===== src/rtl/qbp_pkg.sv =====
package qbp_pkg;

  typedef enum logic [1:0] {
    DRV_NONE    = 2'd0,
    DRV_PULL_DN = 2'd1,
    DRV_BOOST   = 2'd2,
    DRV_KEEP    = 2'd3
  } drive_e;

  // Pad driver choice for one pin: low value wins, then variant, then boost.
  function automatic drive_e pick_drive(input logic eff, input logic boosting,
                                        input logic open_drain);
    if (!eff)       return DRV_PULL_DN;
    if (open_drain) return DRV_NONE;
    if (boosting)   return DRV_BOOST;
    return DRV_KEEP;
  endfunction

endpackage


===== src/rtl/qbp_latch.sv =====
module qbp_latch #(
  parameter int WIDTH = 8,
  localparam int SELW = $clog2(WIDTH)
) (
  input  logic             clk,
  input  logic             rst_n,
  input  logic             byte_en,
  input  logic [WIDTH-1:0] byte_data,
  input  logic             bit_en,
  input  logic [SELW-1:0]  bit_sel,
  input  logic             bit_val,
  output logic [WIDTH-1:0] latch_q
);

  // Byte first, then the single-bit write overrides its own position.
  function automatic logic [WIDTH-1:0] merge_write(
    input logic [WIDTH-1:0] cur, input logic b_en, input logic [WIDTH-1:0] b_data,
    input logic s_en, input logic [SELW-1:0] s_sel, input logic s_val);
    logic [WIDTH-1:0] r;
    r = b_en ? b_data : cur;
    if (s_en) r[s_sel] = s_val;
    return r;
  endfunction

  always_ff @(posedge clk or negedge rst_n) begin
    if (!rst_n) latch_q <= '1;
    else        latch_q <= merge_write(latch_q, byte_en, byte_data, bit_en, bit_sel, bit_val);
  end

endmodule


===== src/rtl/qbp_sync.sv =====
module qbp_sync #(
  parameter int WIDTH  = 8,
  parameter int STAGES = 2
) (
  input  logic             clk,
  input  logic             rst_n,
  input  logic [WIDTH-1:0] din,
  output logic [WIDTH-1:0] dout
);

  logic [STAGES-1:0][WIDTH-1:0] stage_q;

  always_ff @(posedge clk or negedge rst_n) begin
    if (!rst_n) stage_q <= '0;
    else        stage_q <= {stage_q[STAGES-2:0], din};
  end

  assign dout = stage_q[STAGES-1];

endmodule


===== src/rtl/qbp_pin_drive.sv =====
module qbp_pin_drive
  import qbp_pkg::*;
#(
  parameter int PULSE_CYC  = 2,
  parameter bit OPEN_DRAIN = 1'b0,
  localparam int CW = $clog2(PULSE_CYC + 1)
) (
  input  logic clk,
  input  logic rst_n,
  input  logic eff,
  output logic pd,
  output logic spu,
  output logic wpu,
  output logic rise_o
);

  localparam logic [CW-1:0] LOAD = CW'(PULSE_CYC - 1);

  logic          prev_q;
  logic [CW-1:0] cnt_q;
  logic          boosting;
  drive_e        drv;

  assign rise_o   = eff & ~prev_q;
  assign boosting = rise_o | (cnt_q != '0);

  always_ff @(posedge clk or negedge rst_n) begin
    if (!rst_n) begin
      prev_q <= 1'b1;
      cnt_q  <= '0;
    end else begin
      prev_q <= eff;
      if (!eff)            cnt_q <= '0;
      else if (rise_o)     cnt_q <= LOAD;
      else if (cnt_q != 0) cnt_q <= cnt_q - 1'b1;
    end
  end

  assign drv = pick_drive(eff, boosting, OPEN_DRAIN);
  assign pd  = (drv == DRV_PULL_DN);
  assign spu = (drv == DRV_BOOST);
  assign wpu = (drv == DRV_KEEP);

endmodule


===== src/rtl/qbp_port_ctrl.sv =====
module qbp_port_ctrl #(
  parameter int WIDTH       = 8,
  parameter int PULSE_CYC   = 2,
  parameter bit OPEN_DRAIN  = 1'b0,
  parameter int SYNC_STAGES = 2,
  localparam int SELW = $clog2(WIDTH)
) (
  input  logic             clk,
  input  logic             rst_n,
  input  logic             wr_byte_en,
  input  logic [WIDTH-1:0] wr_byte_data,
  input  logic             wr_bit_en,
  input  logic [SELW-1:0]  wr_bit_sel,
  input  logic             wr_bit_val,
  input  logic [WIDTH-1:0] sf_en,
  input  logic [WIDTH-1:0] sf_val,
  input  logic [WIDTH-1:0] pin_in,
  output logic [WIDTH-1:0] rd_latch,
  output logic [WIDTH-1:0] rd_pin,
  output logic [WIDTH-1:0] pd_en,
  output logic [WIDTH-1:0] spu_en,
  output logic [WIDTH-1:0] wpu_en
);

  logic [WIDTH-1:0] latch_q;
  logic [WIDTH-1:0] eff_vec;   // value each pin is driven toward
  logic [WIDTH-1:0] rise_vec;  // per-pin 0->1 event, for the checker

  qbp_latch #(.WIDTH(WIDTH)) u_latch (
    .clk(clk), .rst_n(rst_n),
    .byte_en(wr_byte_en), .byte_data(wr_byte_data),
    .bit_en(wr_bit_en), .bit_sel(wr_bit_sel), .bit_val(wr_bit_val),
    .latch_q(latch_q)
  );

  qbp_sync #(.WIDTH(WIDTH), .STAGES(SYNC_STAGES)) u_sync (
    .clk(clk), .rst_n(rst_n), .din(pin_in), .dout(rd_pin)
  );

  assign eff_vec  = (sf_en & sf_val) | (~sf_en & latch_q);
  assign rd_latch = latch_q;

  for (genvar i = 0; i < WIDTH; i++) begin : g_pin
    qbp_pin_drive #(.PULSE_CYC(PULSE_CYC), .OPEN_DRAIN(OPEN_DRAIN)) u_drv (
      .clk(clk), .rst_n(rst_n), .eff(eff_vec[i]),
      .pd(pd_en[i]), .spu(spu_en[i]), .wpu(wpu_en[i]), .rise_o(rise_vec[i])
    );
  end

endmodule


===== config.mk =====
export PLATFORM = sky130hd
export DESIGN_NAME = qbp_port_ctrl
export DESIGN_NICKNAME = d
export VERILOG_FILES = /design/src/rtl/qbp_pkg.sv /design/src/rtl/qbp_latch.sv /design/src/rtl/qbp_sync.sv /design/src/rtl/qbp_pin_drive.sv /design/src/rtl/qbp_port_ctrl.sv
export SDC_FILE = /design/constraint.sdc
export NUM_CORES = 1
export LEC_CHECK = 0
export ABC_AREA = 1
export BUFFER_PORTS_ARGS = -buffer_cell sky130_fd_sc_hd__buf_2
export CORE_MARGIN = 2
export CORE_UTILIZATION = 35
export DETAILED_ROUTE_END_ITERATION = 8
export PLACE_DENSITY = 0.59
export SLEW_MARGIN = 10
export SYNTH_ARGS = -nofsm -noshare
export SYNTH_HDL_FRONTEND = slang
export SYNTH_HIERARCHICAL = 1
export SYNTH_SLANG_ARGS = --single-unit
export TNS_END_PERCENT = 10

===== constraint.sdc =====
create_clock -name clk -period 2.05 [get_ports clk]
set_clock_uncertainty 0.05 [all_clocks]
set_input_delay 0.3075 -clock clk [delete_from_list [all_inputs] [get_ports clk]]
set_output_delay 0.3075 -clock clk [all_outputs]
set_load 0.02 [all_outputs]

* Yosys cells after proc, flatten, opt, wreduce, memory -nomap -nowiden *
Index checks and enable logic that the tools add are counted.
Widths: inputs -> output; s select.

operators by class
  add/sub/neg operators = 8
  magnitude comparators = 2
  reductions and logical operators = 9
  equal/unequal tests = 32
  bitwise operators = 28
  muxes and demuxes = 77

operators by type and width
  kind                 number
  $mux 2               56
  $eq 2x2->1 const B   16
  $ne 3x1->1 const B   8
  $mux 1               17
  $and 8x8->8          2
  $eq 2x1->1 const B   8
  $mux 8               2
  $reduce_bool 2->1    8
  $sub 2x1->2 const B  8
  $and 1x1->1          8
  $bwmux 8             1
  $not 1->1            8
  $not 8->8            1
  $or 1x1->1           8
  $or 8x8->8           1
  $lt 3x4->1 const B   1
  $demux 1 s3          1
  $ge 3x1->1 const B   1
  $logic_and 1x1->1    1

word-level totals
  register bits = 48
  logic and storage cells = 175

* Depth between registers and ports, before layout *
  word-level depth = 10
  gate-level depth with buffers = 7

* Cells and area by module *
Netlist, hierarchy kept.

by module, submodules not included
  module         times used  cells each  area each (um2)
  qbp_pin_drive  8           20          162.7
  qbp_latch      1           78          494.2
  qbp_sync       1           24          460.4
  qbp_port_ctrl  1           32          120.1

* Worst setup path before layout *
Ideal clock, no wire load.

  path kind = reg2out
  start = reg u_latch.latch_q[0]
  end = out spu_en[0]
  slack = 0.581 ns
  stages on the path, launching flop included = 5
  required time = 1.692 ns
  path buffers = 0
  data arrival time = 1.111 ns
  cell sequence = dfstp_2 > nand2_1 > nand2_1 > inv_2 > a21oi_2

on the way
  longest elaborated chain between the ends = 9
  elaborated cells between the ends (all ways) = 10

RTL lines
  what                    line                 text
  start, declared         qbp_latch.sv:12      output logic [WIDTH-1:0] latch_q
  start signal, assigned  qbp_latch.sv:27      else latch_q <= merge_write(latch_q, byte_en, byte_data, bit_en, bit_sel, bit_val);
  $and 8x8->8 (*)         qbp_port_ctrl.sv:40  assign eff_vec = (sf_en & sf_val) | (~sf_en & latch_q);
  $or 8x8->8 (*)          qbp_port_ctrl.sv:40
  named net eff_vec[0]    qbp_port_ctrl.sv:26  logic [WIDTH-1:0] eff_vec;
  $and 1x1->1             qbp_pin_drive.sv:24  assign rise_o = eff & ~prev_q;
  $or 1x1->1              qbp_pin_drive.sv:25  assign boosting = rise_o | (cnt_q != '0);
  $mux 1                  qbp_pkg.sv:15        if (boosting) return DRV_BOOST;
  $mux 1                  qbp_pkg.sv:14        if (open_drain) return DRV_NONE;
  $mux 2                  qbp_pkg.sv:16        return DRV_KEEP;
  $mux 2 (*)              qbp_pkg.sv:14
  $eq 2x2->1 (*)          qbp_pin_drive.sv:41  assign spu = (drv == DRV_BOOST);
  end, declared           qbp_port_ctrl.sv:21  output logic [WIDTH-1:0] spu_en,

The timed path passes the listed nets; every way through them passes the cells marked *. The select of a mux whose other input is x is not followed.

* Worst setup path after layout *
  start = reg u_latch.latch_q[2]
  end = out spu_en[2]

The elaborated chain is that of the path after synthesis.

==> impl_metrics.ini <==
[run_status]
outcome = finished, violations left
violations = DRC

[timing]
worst_pin_slew_ns = 0.494
period_minus_slack_ns = 1.75
worst_slew_margin_rel_pct = 67.1
report.final.setup_viol = 0
fin_setup_tns_ns = 0
hold_violations = 0
final_min_period_over_clock_period_pct = 85.4
timing_max_transition_violations_final = 0
clock.fmax_ghz = 0.571
rsz0062_at_grt = no

[detailed_routing]
drt_first_pass_iters = 7
vias = 1876
detail_route.iter0.violations = 76
detail_route.vias_per_cell = 4.24
routed_wire_length_per_instance_um = 10.3
drcViolationCount = 7
routed_wl_mm = 4.54
antenna_left = 0

[die]
die_height_um = 85.9
placement_rows = 29
core_um2 = 6420
floorplan.initialDensity_pct = 36.5
die_area_um2 = 7370
num_io_pins = 80
die_width_um = 85.9

[worst_setup_path]
timing.critical_path.arrival_ns = 1.39
worst_path_most_repeated_cell = sky130_fd_sc_hd__nand2_1
critPathLaunchType = register
crit_type = reg2out
cp_slowest_cell = sky130_fd_sc_hd__dfstp_2
end_kind = primary output
crit_chain = nand2_1, nand2_1, inv_2, a21oi_2, buf_2
reg2reg_setup_slack_ns = 0.91
timing.critical_path.required_ns = 1.69
critical_path_peak_fanout = 4
max_stage_delay_ns = 0.55

[global_route]
number_of_global_route_vias_before_repair = 1859
number_of_antenna_violations_at_the_first_check_in_global_routing = 0
grt.total_usage_pct = 13.7
pin_count_of_the_biggest_net_entering_global_routing = 30
grt_first_pass_wirelength_mm = 8.02
grt_overflow = 0

[run]
cap_viol_max_count = 0

[placed_design]
number_of_instances_in_the_placed_design = 433
place_hpwl_mm = 3.62
final_weighted_congestion_in_routability_driven_placement = 0.816
post_place_instance_area_um2 = 2790
port-buffer-count = 79

[clock_network]
htree_num_levels = 2
clk_transition_reported_paths_ns = 0.09
cts_root_buffer = sky130_fd_sc_hd__clkbuf_8
clk_path_buf_depth = 2
numClockSinks = 48
worstSkewPairLatency_ns = 0.29
post-cts-setup-buffers = 0
cts-buffers-inserted = 5
tritoncts = yes

[power_and_ir_drop]
max-vdd-ir-drop_v = 0.000357
pwr_density_cell_nw_per_um2 = 792
leak_pwr_nw = 1.68

[finish]
num-nets-final = 412
design_area_um2 = 2910
utilization_pct = 45.3
layout_stage_area_growth_over_the_synthesis_result_pct = 23.9
layout-drive-gt1-share_pct = 37.8
final_cell_count_no_fill = 442
diodes = 0

[synthesis]
post_synth_instance_area_um2 = 2350
postSynthNetCount = 334
postSynthAreaPerCell_um2 = 8.20
synth.yosys.warnings = 6
netlist_instances = 286

[min_path]
min-delay-path-class = in2reg
flip-flops by register name, indices dropped and copies added (netlist names):
| name | cells |
|---|---|
| u_latch/latch_q | 8 |
| u_sync/dout | 8 |
| g_pin.u_drv/prev_q | 8 |
| u_sync/stage_q | 8 |
| g_pin.u_drv/cnt_q | 16 |
area by class of cell:
class                   count  area, um^2
multi-input cells         166         821
clock inverters             3        42.5
inverters                  62         233
repair buffers             81         425
well taps                  77        96.3
fillers                   663        3510
clock buffers               5        68.8
flip-flops and latches     48        1220
per-layer routing:
metal | global-route usage [%] | wire length [um] | vias up
met5 | 0 | 0 | -
met4 | 3.46 | 42 | 0
met3 | 5.00 | 304 | 4
met2 | 21.9 | 2080 | 51
met1 | 17.8 | 2110 | 823
li1 | - | - | 998
report_power, final:
group | total, W | internal, W | switching, W
registers | 0.00111 | 0.00105 | 0.0000604
clock network | 0.000660 | 0.000361 | 0.000299
logic | 0.000529 | 0.000189 | 0.000340
total | 0.00230 | 0.00160 | 0.000700
cells in the final DEF (no fill, tap or decap):
| cell type | instances |
|---|---|
| sky130_fd_sc_hd__nor2_4 | 1 |
| sky130_fd_sc_hd__clkbuf_8 | 5 |
| sky130_fd_sc_hd__clkinvlp_4 | 1 |
| sky130_fd_sc_hd__nand2_1 | 122 |
| sky130_fd_sc_hd__inv_2 | 17 |
| sky130_fd_sc_hd__buf_2 | 79 |
| sky130_fd_sc_hd__inv_1 | 45 |
| sky130_fd_sc_hd__nand3_2 | 8 |
| sky130_fd_sc_hd__nor2_1 | 3 |
| sky130_fd_sc_hd__buf_12 | 1 |
| sky130_fd_sc_hd__a21oi_2 | 8 |
| sky130_fd_sc_hd__dlygate4sd3_1 | 1 |
| sky130_fd_sc_hd__nand3_1 | 8 |
| sky130_fd_sc_hd__dfstp_2 | 16 |
| sky130_fd_sc_hd__nand4_1 | 8 |
| sky130_fd_sc_hd__ha_1 | 8 |
| sky130_fd_sc_hd__clkinv_2 | 1 |
| sky130_fd_sc_hd__bufinv_16 | 1 |
| sky130_fd_sc_hd__dfrtp_1 | 32 |
worst max-delay path: cells and delay by family, from the launching register on:
kind            cells  cell delay (ns)
compound gates      1             0.12
buf+inv             2             0.24
flops               1             0.55
simple gates        2             0.19
final timing paths:
kind                                    startpoint                 endpoint  depth (start not counted)
worst max-delay path            u_latch/latch_q[2]                spu_en[2]                          5
worst min-delay path                     pin_in[7]        u_sync/stage_q[7]                          1
worst max register to register  u_latch/latch_q[2]  g_pin[2].u_drv/cnt_q[0]                          6
worst min register to register   u_sync/stage_q[2]           u_sync/dout[2]                          0
max in group asynchronous                    rst_n       u_latch/latch_q[6]                          3
min in group asynchronous                    rst_n  g_pin[0].u_drv/cnt_q[0]                          2
repair_timing:
action / 4_1_cts / 5_1_grt
hold buffers: 1 / 0
endpoints found under the hold margin: 10 / 0
resized for setup: 0 / 0
through the flow:
stage | worst slack, ns | hold WS (ns) | total power, W
after floorplan | 0.587 | -0.0381 | 0.00149
after CTS | 0.262 | 0.0473 | 0.00236
final | 0.299 | 0.0651 | 0.00230
after global routing | 0.179 | 0.0334 | 0.00248
after global placement | 0.616 | 0.262 | 0.00166
after detailed placement | 0.607 | 0.248 | 0.00167
Power figures use the tool's default switching activity.
